--- config.mk ---
export PLATFORM = sky130hd
export DESIGN_NAME = sync_serial_port
export DESIGN_NICKNAME = d
export VERILOG_FILES = /design/src/rtl/ssp_pkg.sv /design/src/rtl/ssp_baud_gen.sv /design/src/rtl/ssp_tx.sv /design/src/rtl/ssp_rx.sv /design/src/rtl/sync_serial_port.sv
export SDC_FILE = /design/constraint.sdc
export NUM_CORES = 1
export LEC_CHECK = 0
export ABC_CLOCK_PERIOD_IN_PS = 2720
export BUFFER_PORTS_ARGS = -buffer_cell sky130_fd_sc_hd__buf_2
export CORE_AREA = 2 2 102 104
export CTS_BUF_LIST = sky130_fd_sc_hd__clkbuf_8
export DETAILED_ROUTE_END_ITERATION = 8
export DIE_AREA = 0 0 104 106
export PLACE_DENSITY_LB_ADDON = 0.2
export SLEW_MARGIN = 20
export SYNTH_ARGS = -nofsm -noshare
export SYNTH_HDL_FRONTEND = slang
export SYNTH_SLANG_ARGS = --single-unit
--- constraint.sdc ---
create_clock -name clk -period 2.72 [get_ports clk]
set_clock_uncertainty 0.2 [all_clocks]
set_input_delay 0.408 -clock clk [delete_from_list [all_inputs] [get_ports clk]]
set_output_delay 0.408 -clock clk [all_outputs]
set_load 0.02 [all_outputs]
--- src/rtl/ssp_pkg.sv ---
package ssp_pkg;
  localparam int SSP_ADDR_W = 3;
  localparam int SSP_BRR_W  = 8;
  localparam int SSP_CKS_W  = 2;
  localparam int SSP_PRE_W  = 6;

  localparam logic [SSP_ADDR_W-1:0] OFS_MODE = 3'd0;
  localparam logic [SSP_ADDR_W-1:0] OFS_RATE = 3'd1;
  localparam logic [SSP_ADDR_W-1:0] OFS_CTRL = 3'd2;
  localparam logic [SSP_ADDR_W-1:0] OFS_TXD  = 3'd3;
  localparam logic [SSP_ADDR_W-1:0] OFS_STAT = 3'd4;
  localparam logic [SSP_ADDR_W-1:0] OFS_RXD  = 3'd5;

  // flag vector index
  localparam int F_TXE  = 3;
  localparam int F_RXF  = 2;
  localparam int F_OVR  = 1;
  localparam int F_TEND = 0;

  // last count of the prescaler: 4^k - 1
  function automatic logic [SSP_PRE_W-1:0] pre_last(input logic [SSP_CKS_W-1:0] k);
    return (SSP_PRE_W'(1) << (2 * k)) - SSP_PRE_W'(1);
  endfunction

  // last count of the half-period counter: 2(N+1) - 1 = 2N + 1
  function automatic logic [SSP_BRR_W:0] half_last(input logic [SSP_BRR_W-1:0] n);
    return {n, 1'b1};
  endfunction
endpackage

--- src/rtl/ssp_baud_gen.sv ---
module ssp_baud_gen
  import ssp_pkg::*;
(
  input  logic                 clk,
  input  logic                 rst_n,
  input  logic                 run,
  input  logic [SSP_CKS_W-1:0] cks,
  input  logic [SSP_BRR_W-1:0] rate,
  output logic                 half_tick
);
  logic [SSP_PRE_W-1:0] pre_q;
  logic [SSP_BRR_W:0]   cnt_q;
  logic                 pre_tick;

  assign pre_tick  = (pre_q == pre_last(cks));
  assign half_tick = pre_tick && (cnt_q == half_last(rate));

  always_ff @(posedge clk or negedge rst_n) begin
    if (!rst_n) begin
      pre_q <= '0;
      cnt_q <= '0;
    end else if (!run) begin
      pre_q <= '0;
      cnt_q <= '0;
    end else begin
      pre_q <= pre_tick ? '0 : pre_q + 1'b1;
      if (pre_tick) cnt_q <= half_tick ? '0 : cnt_q + 1'b1;
    end
  end

  // the generator is silent while no transfer runs
  a_r2_tick_needs_run: assert property (@(posedge clk) disable iff (!rst_n)
    half_tick |-> run);
endmodule

--- src/rtl/ssp_tx.sv ---
module ssp_tx #(
  parameter int DATA_W = 8
) (
  input  logic              clk,
  input  logic              rst_n,
  input  logic              enable,
  input  logic              txe,
  input  logic [DATA_W-1:0] tdr,
  input  logic              half_tick,
  output logic              busy,
  output logic              sclk,
  output logic              txd,
  output logic              load,
  output logic              done
);
  localparam int CNT_W = $clog2(DATA_W);
  localparam logic [CNT_W-1:0] LAST = CNT_W'(DATA_W - 1);

  logic              hi_q;
  logic [CNT_W-1:0]  bit_q;
  logic [DATA_W-1:0] sh_q;
  logic              end_bit;

  assign end_bit = busy && half_tick && hi_q && (bit_q == LAST);
  assign load    = enable && !txe && (!busy || end_bit);
  assign done    = enable && txe && end_bit;

  always_ff @(posedge clk or negedge rst_n) begin
    if (!rst_n) begin
      busy <= 1'b0; sclk <= 1'b1; txd <= 1'b1;
      hi_q <= 1'b0; bit_q <= '0; sh_q <= '0;
    end else if (!enable) begin
      busy <= 1'b0; sclk <= 1'b1; txd <= 1'b1; hi_q <= 1'b0; bit_q <= '0;
    end else if (load) begin
      busy <= 1'b1; sclk <= 1'b0; hi_q <= 1'b0; bit_q <= '0;
      sh_q <= tdr;  txd  <= tdr[0];
    end else if (done) begin
      busy <= 1'b0; sclk <= 1'b1; txd <= 1'b1; hi_q <= 1'b0;
    end else if (busy && half_tick) begin
      if (!hi_q) begin
        sclk <= 1'b1; hi_q <= 1'b1;
      end else begin
        sclk  <= 1'b0; hi_q <= 1'b0;
        bit_q <= bit_q + 1'b1;
        sh_q  <= sh_q >> 1;
        txd   <= sh_q[1];
      end
    end
  end

  // the clock rests high whenever no byte is in flight
  a_r6_idle_high: assert property (@(posedge clk) disable iff (!rst_n)
    !busy |-> sclk);
  // data only changes together with a falling clock
  a_r5_data_on_fall: assert property (@(posedge clk) disable iff (!rst_n)
    (busy && $past(busy) && !$stable(txd)) |-> !sclk);
endmodule

--- src/rtl/ssp_rx.sv ---
module ssp_rx #(
  parameter int DATA_W      = 8,
  parameter int SYNC_STAGES = 2
) (
  input  logic              clk,
  input  logic              rst_n,
  input  logic              enable,
  input  logic              sclk_raw,
  input  logic              rxd_raw,
  output logic              done,
  output logic [DATA_W-1:0] data
);
  localparam int CNT_W = $clog2(DATA_W);
  localparam logic [CNT_W-1:0] LAST = CNT_W'(DATA_W - 1);

  logic [SYNC_STAGES-1:0] ck_sy, dt_sy;
  logic                   ck_prev, rise;
  logic [CNT_W-1:0]       bit_q;
  logic [DATA_W-1:0]      sh_q;

  assign rise = ck_sy[SYNC_STAGES-1] && !ck_prev;

  always_ff @(posedge clk or negedge rst_n) begin
    if (!rst_n) begin
      ck_sy <= '1; dt_sy <= '1; ck_prev <= 1'b1;
      bit_q <= '0; sh_q <= '0; done <= 1'b0; data <= '0;
    end else begin
      ck_sy   <= {ck_sy[SYNC_STAGES-2:0], sclk_raw};
      dt_sy   <= {dt_sy[SYNC_STAGES-2:0], rxd_raw};
      ck_prev <= ck_sy[SYNC_STAGES-1];
      done    <= 1'b0;
      if (!enable) begin
        bit_q <= '0;
      end else if (rise) begin
        sh_q  <= {dt_sy[SYNC_STAGES-1], sh_q[DATA_W-1:1]};
        bit_q <= bit_q + 1'b1;
        if (bit_q == LAST) begin
          done <= 1'b1;
          data <= {dt_sy[SYNC_STAGES-1], sh_q[DATA_W-1:1]};
        end
      end
    end
  end

  // no byte can complete while the receiver is held off
  a_r8_no_done_when_held: assert property (@(posedge clk) disable iff (!rst_n)
    !$past(enable) |-> !done);
endmodule

--- src/rtl/sync_serial_port.sv ---
module sync_serial_port
  import ssp_pkg::*;
#(
  parameter int DATA_W      = 8,
  parameter int SYNC_STAGES = 2
) (
  input  logic                  clk,
  input  logic                  rst_n,
  input  logic                  bus_sel,
  input  logic                  bus_wr,
  input  logic [SSP_ADDR_W-1:0] bus_addr,
  input  logic [7:0]            bus_wdata,
  output logic [7:0]            bus_rdata,
  input  logic                  sclk_i,
  output logic                  sclk_o,
  output logic                  sclk_oe,
  input  logic                  rxd,
  output logic                  txd
);
  logic [7:0]        mode_q, rate_q, ctrl_q;
  logic [DATA_W-1:0] tdr_q, rdr_q;
  logic [3:0]        flags_q, seen_q, seen_nx, clr, set_ev;
  logic              sync_mode, use_int, tx_on, rx_on, cfg_lock;
  logic              wr_en, rd_stat, wr_stat;
  logic              half_tick, tx_busy, tx_sclk, tx_load, tx_done;
  logic              rx_done;
  logic [DATA_W-1:0] rx_data;

  assign sync_mode = mode_q[7];
  assign use_int   = !ctrl_q[1];
  assign tx_on     = ctrl_q[5] && sync_mode && use_int;
  assign rx_on     = ctrl_q[4] && sync_mode && !flags_q[F_OVR];
  assign cfg_lock  = ctrl_q[5] || ctrl_q[4];
  assign wr_en     = bus_sel && bus_wr;
  assign rd_stat   = bus_sel && !bus_wr && (bus_addr == OFS_STAT);
  assign wr_stat   = wr_en && (bus_addr == OFS_STAT);

  assign sclk_o  = tx_sclk;
  assign sclk_oe = use_int;

  ssp_baud_gen u_baud (
    .clk(clk), .rst_n(rst_n), .run(tx_busy),
    .cks(mode_q[SSP_CKS_W-1:0]), .rate(rate_q), .half_tick(half_tick));

  ssp_tx #(.DATA_W(DATA_W)) u_tx (
    .clk(clk), .rst_n(rst_n), .enable(tx_on), .txe(flags_q[F_TXE]),
    .tdr(tdr_q), .half_tick(half_tick), .busy(tx_busy), .sclk(tx_sclk),
    .txd(txd), .load(tx_load), .done(tx_done));

  ssp_rx #(.DATA_W(DATA_W), .SYNC_STAGES(SYNC_STAGES)) u_rx (
    .clk(clk), .rst_n(rst_n), .enable(rx_on),
    .sclk_raw(use_int ? tx_sclk : sclk_i), .rxd_raw(rxd),
    .done(rx_done), .data(rx_data));

  // a flag clears only if written 0 after being seen as 1
  assign clr[F_TXE]  = wr_stat && !bus_wdata[7] && seen_q[F_TXE];
  assign clr[F_RXF]  = wr_stat && !bus_wdata[6] && seen_q[F_RXF];
  assign clr[F_OVR]  = wr_stat && !bus_wdata[5] && seen_q[F_OVR];
  assign clr[F_TEND] = wr_stat && !bus_wdata[2] && seen_q[F_TEND];
  assign set_ev = {tx_load, rx_done && !flags_q[F_RXF],
                   rx_done && flags_q[F_RXF], tx_done};

  always_comb begin
    seen_nx = seen_q;
    if (rd_stat) seen_nx = seen_nx | flags_q;
    seen_nx = seen_nx & ~(set_ev | clr);
  end

  always_ff @(posedge clk or negedge rst_n) begin
    if (!rst_n) begin
      mode_q <= '0; rate_q <= '0; ctrl_q <= '0; tdr_q <= '0; rdr_q <= '0;
      flags_q <= 4'b1001; seen_q <= '0;
    end else begin
      if (wr_en && !cfg_lock && bus_addr == OFS_MODE) mode_q <= bus_wdata;
      if (wr_en && !cfg_lock && bus_addr == OFS_RATE) rate_q <= bus_wdata;
      if (wr_en && bus_addr == OFS_CTRL) ctrl_q <= bus_wdata;
      if (wr_en && bus_addr == OFS_TXD)  tdr_q  <= bus_wdata[DATA_W-1:0];
      seen_q <= seen_nx;
      if (tx_load) flags_q[F_TXE] <= 1'b1;
      else if (clr[F_TXE]) flags_q[F_TXE] <= 1'b0;
      if (tx_done) flags_q[F_TEND] <= 1'b1;
      else if (clr[F_TEND] || clr[F_TXE]) flags_q[F_TEND] <= 1'b0;
      if (set_ev[F_RXF]) begin
        flags_q[F_RXF] <= 1'b1;
        rdr_q <= rx_data;
      end else if (clr[F_RXF]) flags_q[F_RXF] <= 1'b0;
      if (set_ev[F_OVR]) flags_q[F_OVR] <= 1'b1;
      else if (clr[F_OVR]) flags_q[F_OVR] <= 1'b0;
    end
  end

  always_comb begin
    case (bus_addr)
      OFS_MODE: bus_rdata = mode_q;
      OFS_RATE: bus_rdata = rate_q;
      OFS_CTRL: bus_rdata = ctrl_q;
      OFS_TXD:  bus_rdata = 8'(tdr_q);
      OFS_STAT: bus_rdata = {flags_q[F_TXE], flags_q[F_RXF], flags_q[F_OVR],
                             2'b00, flags_q[F_TEND], 2'b00};
      OFS_RXD:  bus_rdata = 8'(rdr_q);
      default:  bus_rdata = '0;
    endcase
  end

  // configuration is frozen while a direction is enabled
  a_r4_cfg_locked: assert property (@(posedge clk) disable iff (!rst_n)
    cfg_lock |=> ($stable(mode_q) && $stable(rate_q)));
  // moving a byte into the shifter frees the data register
  a_r5_load_sets_txe: assert property (@(posedge clk) disable iff (!rst_n)
    tx_load |=> flags_q[F_TXE]);
  // a completed byte with room lands in the data register
  a_r7_byte_lands: assert property (@(posedge clk) disable iff (!rst_n)
    (rx_done && !flags_q[F_RXF]) |=> (flags_q[F_RXF] && rdr_q == $past(rx_data)));
  // overrun keeps the old byte and raises the flag
  a_r8_overrun_keeps: assert property (@(posedge clk) disable iff (!rst_n)
    (rx_done && flags_q[F_RXF]) |=> (flags_q[F_OVR] && $stable(rdr_q)));
  // a status write never raises a flag
  a_r9_write_no_set: assert property (@(posedge clk) disable iff (!rst_n)
    (wr_stat && set_ev == 4'b0) |=> ((flags_q & ~$past(flags_q)) == 4'b0));
endmodule

======== Word level (Yosys, flattened, before mapping) ========
Cells that the tools add are included.
operators by class
  multiplexer cells ....................... 46
  multipliers ............................. 0
  reductions and logical operators ........ 59
  $add $sub $neg .......................... 5
  divide/modulo/power cells ............... 0
  eq/ne operators ......................... 18
  shift operators ......................... 1
  bitwise gates (word level) .............. 4
  magnitude comparators ................... 0
operators by type and width
  kind                                                                 count
  8-bit one-hot mux with 6 select lines                                1
  1-bit logical AND                                                    32
  8-bit two-way mux                                                    4
  1-bit two-way mux                                                    28
  9-bit two-way mux                                                    3
  3-bit two-way mux                                                    7
  3-bit == test (second input constant)                                4
  1-bit zero test                                                      12
  6-bit two-way mux                                                    2
  3-bit != test (second input constant)                                4
  2-bit nonzero test                                                   6
  9-bit by 1-bit adder with 9-bit output (second input constant)       1
  9-bit == test                                                        1
  4-bit != test (second input constant)                                2
  4-bit OR                                                             2
  3-bit by 1-bit adder with 3-bit output (second input constant)       2
  6-bit by 1-bit adder with 6-bit output (second input constant)       1
  3-bit by 2-bit == test with 1-bit output (second input constant)     2
  6-bit == test                                                        1
  2-bit != test (second input constant)                                3
  3-bit AND reduction                                                  2
  1-bit by 3-bit left shift with 6-bit output (first input constant)   1
  6-bit by 2-bit subtractor with 6-bit output (second input constant)  1
  4-bit AND                                                            1
  7 further kinds                                                      10
storage, ports and cells
  output and inout port bits .............. 11
  input port bits ......................... 17
  memories kept ........................... 0
  bits in latches ......................... 0
  bits in writable memories ............... 0
  bits in read-only memories .............. 0
  logic and storage cells ................. 158
  register bits after elaboration ......... 103

======== Depth between registers and ports, before layout ========
  word-level depth ........................ 12
  depth in mapped cells ................... 7
  gate-level depth less buffers ........... 7

======== Modules after synthesis ========
Synthesis repeated with hierarchy kept, for this count alone.
second synthesis, totals
  cell total of the unflattened synthesis .. 400
  area, all modules ....................... 4937.2 µm²
by module, submodules not included
  module            cells an instance  area an instance (µm²)  instances
  sync_serial_port  173                2337.2                  1
  ssp_baud_gen      105                954.7                   1
  ssp_rx            52                 900.9                   1
  ssp_tx            70                 744.5                   1

======== Worst setup path after synthesis ========
No wires, ideal clock.
  kind .................................... input to output
  from .................................... in bus_addr[0]
  to ...................................... out bus_rdata[5]
  required time ........................... 2.112 ns
  cell stages on the path ................. 7
  arrival ................................. 1.899 ns
  slack ................................... 0.213 ns
  path through ............................ clkbuf_1 clkbuf_1 clkbuf_1 nand2_1 nor2_1 a21oi_1 o22ai_1
between the ends
  cells in the longest elaborated chain, start to end .. 2
ends and longest elaborated chain
  what                                       RTL line                source
  start, declared                            sync_serial_port.sv:11  input logic [SSP_ADDR_W-1:0] bus_addr,
  3-bit == test (tied with other cells)      sync_serial_port.sv:93  case (bus_addr)
  8-bit one-hot mux with 6 select lines (*)  sync_serial_port.sv:93
  end, declared                              sync_serial_port.sv:13  output logic [7:0] bus_rdata,
Mark *: on every way between the ends. The rest lies on a longest branch, timed or not.

======== Final worst setup path ========
  from .................................... reg mode_q[1]
  to ...................................... reg u_tx.sh_q[2]
between the ends
  cells in the longest elaborated chain, start to end .. 11
ends and longest elaborated chain
  what                                                                  RTL line                    source
  start, declared                                                       sync_serial_port.sv:20      logic [7:0] mode_q, rate_q, ctrl_q;
  start signal, assigned                                                sync_serial_port.sv:74      if (wr_en && !cfg_lock && bus_addr == OFS_MODE) mode_q <= bus_wdata;
  1-bit by 3-bit left shift with 6-bit output (*)                       ssp_pkg.sv:22               return (SSP_PRE_W'(1) << (2 * k)) - SSP_PRE_W'(1);
  6-bit by 2-bit subtractor with 6-bit output (*)                       ssp_pkg.sv:22
  6-bit == test (*)                                                     ssp_baud_gen.sv:15          assign pre_tick = (pre_q == pre_last(cks));
  1-bit logical AND (*)                                                 ssp_baud_gen.sv:16          assign half_tick = pre_tick && (cnt_q == half_last(rate));
  1-bit logical AND (*)                                                 ssp_tx.sv:24, ssp_tx.sv:39
  1-bit logical AND (2 in series)                                       ssp_tx.sv:24                assign end_bit = busy && half_tick && hi_q && (bit_q == LAST);
  1-bit logical OR                                                      ssp_tx.sv:25                assign load = enable && !txe && (!busy || end_bit);
  1-bit logical AND                                                     ssp_tx.sv:25
  2-bit != test (no line) / 2-bit nonzero test (equally long branches)  n/a
  4-bit AND reduction (no line)                                         n/a
  end signal, assigned                                                  ssp_tx.sv:36                sh_q <= tdr; txd <= tdr[0];
  end signal, assigned                                                  ssp_tx.sv:45                sh_q <= sh_q >> 1;
  end, declared                                                         ssp_tx.sv:21                logic [DATA_W-1:0] sh_q;
Marks and branches as above.
A chain may end at the register's enable or synchronous reset.

==> impl_metrics.yaml <==
synth:
  synthesis.area_um2: 4860
  syn_inst: 416
  ys_async_sr_fraction_pct: 100
  synthesis.area_per_instance_um2: 11.7
  synth.ff_latch_count: 101
  synth.distinct_cells: 53
  yosys_warnings: 0
  synth_seq_area_share_pct: 52.3
  synth.net_count: 439
  yosys_most_used_dff: "dfrtp_1"
  synth_enable_flop_cells: 0
placed_design:
  gp_congestion: 0.807
  placement.cell_area_um2: 5220
  io_buffers: 27
  placedCellCount: 579
  dp_slack_ns: 0.251
  dpl.hpwl_um: 7620
pwr:
  power.total_mw: 3.64
  power.leakage_nw: 2.43
  swShare_pct: 31.0
  max-vdd-ir-drop_mv: 0.412
  power.sequential.fraction_pct: 52.7
  clock_power_share_pct: 27.2
  power.switching_mw: 1.13
  share_comb_of_total_power_pct: 20.1
  power-per-cell-area_nw_per_um2: 668
  power.internal_mw: 2.51
global_routing:
  grt_first_pass_wirelength_um: 17400
  grtUsageTotal_pct: 20.2
  grt_antenna_before_repair: 0
  largest_net_degree_at_the_start_of_global_routing: 45
  final_global_route_overflow_total: 0
  grt_pass1_vias: 3492
detailed_routing:
  dr.pass1.iters: 4
  vias: 3333
  vias_per_cell: 5.58
  antenna_violating_nets_post_route: 0
  remaining_drc_errors: 0
  drt-initial-drc-count: 122
  routed_wire_length_per_instance_um: 17.1
  totalWireLength_um: 10200
sta:
  max_clock_freq_mhz: 401
  timing_worst_slew_pin_value_ns: 0.529
  final.period_utilization_pct: 91.6
  postLayoutSetupSlackWorst_ns: 0.228
  setup-violations-final: 0
  post-route-min-period_ns: 2.49
  timing_max_transition_violations_final: 0
  finalHoldViolations: 0
  grt_setup_unrepaired: "false"
  slew_headroom_pct: 64.7
  fin_hold_ws_ns: 0.105
  finalSetupTns_ns: 0
setup_path:
  crit_path_max_fanout: 8
  crit_arrival_ns: 2.56
  critical_path_required_ns: 2.79
  timing.critical_path.from_type: "flip-flop"
  critical_path_class: "flip-flop to flip-flop"
  critPathCaptureType: "flip-flop"
layout:
  post_route_standard_cell_area_excluding_fillers_um2: 5450
  drive_gt1_share_pct: 29.1
  area_growth_pct: 12.2
  layout.cells.most_common_list: "92 x dfrtp_1, 59 x mux2_2, 36 x nand2_1"
  layout.core_utilization_pct: 54.5
  number_of_antenna_repair_diodes: 0
  most_common_cell_after_layout_fill_and_taps_aside: "dfrtp_1"
  stdcell_count: 597
  num-nets-final: 479
clock_tree:
  ctsLongestPathBuffers: 2
  cts_setup_buffers: 0
  tritoncts_num_sinks: 101
  h-tree-depth: 3
  ctsRootBufferMaster: "clkbuf_8"
  tritoncts.num_buffers: 9
  tritoncts: "yes"
  clk_latency_ns: 0.38
  clkTransAtPathRegs_ns: 0.10
floorplanning:
  core-area_um2: 10000
  std_cell_rows: 37
  floorplan.die.height_um: 106
  floorplan.die_area_um2: 11000
  top_level_ports: 28
  die_width_um: 104
  initial_core_util_pct: 48.6
outcome:
  outcome: "finished, final reports clean"
run:
  cap_violations: 0
min_path:
  min-delay-path-class: "input port to flip-flop"
[final timing paths]
path	startpoint	endpoint	slack, ns	depth (start not counted)
max in group asynchronous	rst_n	u_rx.ck_sy[0]$_DFF_PN1_	1.25	3
max reg2reg	mode_q[1]$_DFFE_PN0P_	u_tx.sh_q[2]$_DFFE_PN0P_	0.23	6
min	sclk_i	u_rx.ck_sy[0]$_DFF_PN1_	0.10	2
min reg2reg	u_rx.ck_sy[0]$_DFF_PN1_	u_rx.ck_sy[1]$_DFF_PN1_	0.15	0
min in group asynchronous	rst_n	u_tx.sh_q[7]$_DFFE_PN0P_	0.31	2
max	mode_q[1]$_DFFE_PN0P_	u_tx.sh_q[2]$_DFFE_PN0P_	0.23	6
[power by group through the flow]
stage | Clock [mW] | Sequential, mW | Combinational (mW)
global placement | 0 | 1.93 | 0.714
floorplan | 0 | 1.86 | 0.553
global route | 1.07 | 1.94 | 0.802
detailed placement | 0 | 1.94 | 0.731
CTS | 1.02 | 1.92 | 0.735
finish | 0.991 | 1.92 | 0.731
[Yosys cell counts, types with 8 or more instances]
library cell	count	area share, %
a21oi_1	13	1.3
clkbuf_1	10	0.77
dfrtp_1	92	47
dfstp_2	9	4.9
inv_1	13	1.0
mux2_2	59	14
mux2i_1	10	2.1
nand2_1	36	2.8
nand3_1	8	0.82
nor2_1	32	2.5
o21ai_0	15	1.5
xnor2_1	15	2.7
[sequential cells by signal (all words and copies together), names as in the netlist, 7 cells and up]
| name | flops |
|---|---|
| rdr_q | 8 |
| u_baud.cnt_q | 9 |
| u_rx.sh_q | 7 |
| mode_q | 8 |
| tdr_q | 8 |
| rate_q | 8 |
| ctrl_q | 8 |
| u_rx.data | 8 |
| u_tx.sh_q | 7 |
[timing repair]
action,4_1_cts,5_1_grt
gates resized for setup,0,0
hold buffers,2,0
hold endpoints to repair,25,0
[routing by layer]
layer  global-route usage (%)  up-vias  share of wire [%]
li1                         -     1570                  -
met2                     34.2       59                 50
met3                     4.41       19                3.0
met5                        0        -                  0
met1                     25.3     1685                 45
met4                     8.11        0                2.6
[cell type report]
| class | instances | area (µm²) |
|---|---|---|
| Clock buffer | 9 | 124 |
| Timing Repair Buffer | 41 | 260 |
| Clock inverter | 7 | 81.3 |
| Sequential cell | 101 | 2540 |
| Fill cell | 903 | 4550 |
| Tap cell | 136 | 170 |
| Multi-Input combinational cell | 290 | 2230 |
| Inverter | 13 | 48.8 |
[critical path, stage by stage (launching register included)]
cell and delay [ns]:
dfrtp_1 0.47, nor3_1 0.21, nand2_1 0.14, a2111oi_4 0.47, nand4_4 0.21, a21oi_4 0.33, mux2_2 0.37
[cells by family (layout without fill, tap and decap cells)]
group / count (synthesis) / after routing / synth area share [%]
and+or+nand+nor: 126 / 126 / 13.5
DFF: 101 / 101 / 52.3
muxes: 73 / 73 / 17.6
AOI/OAI and AO/OA: 65 / 65 / 9.55
buffers and inverters: 25 / 70 / 1.93
xor gates and xnor gates: 20 / 20 / 3.61
adders and majority gates: 6 / 6 / 1.55
Power figures use the tool's default switching activity.
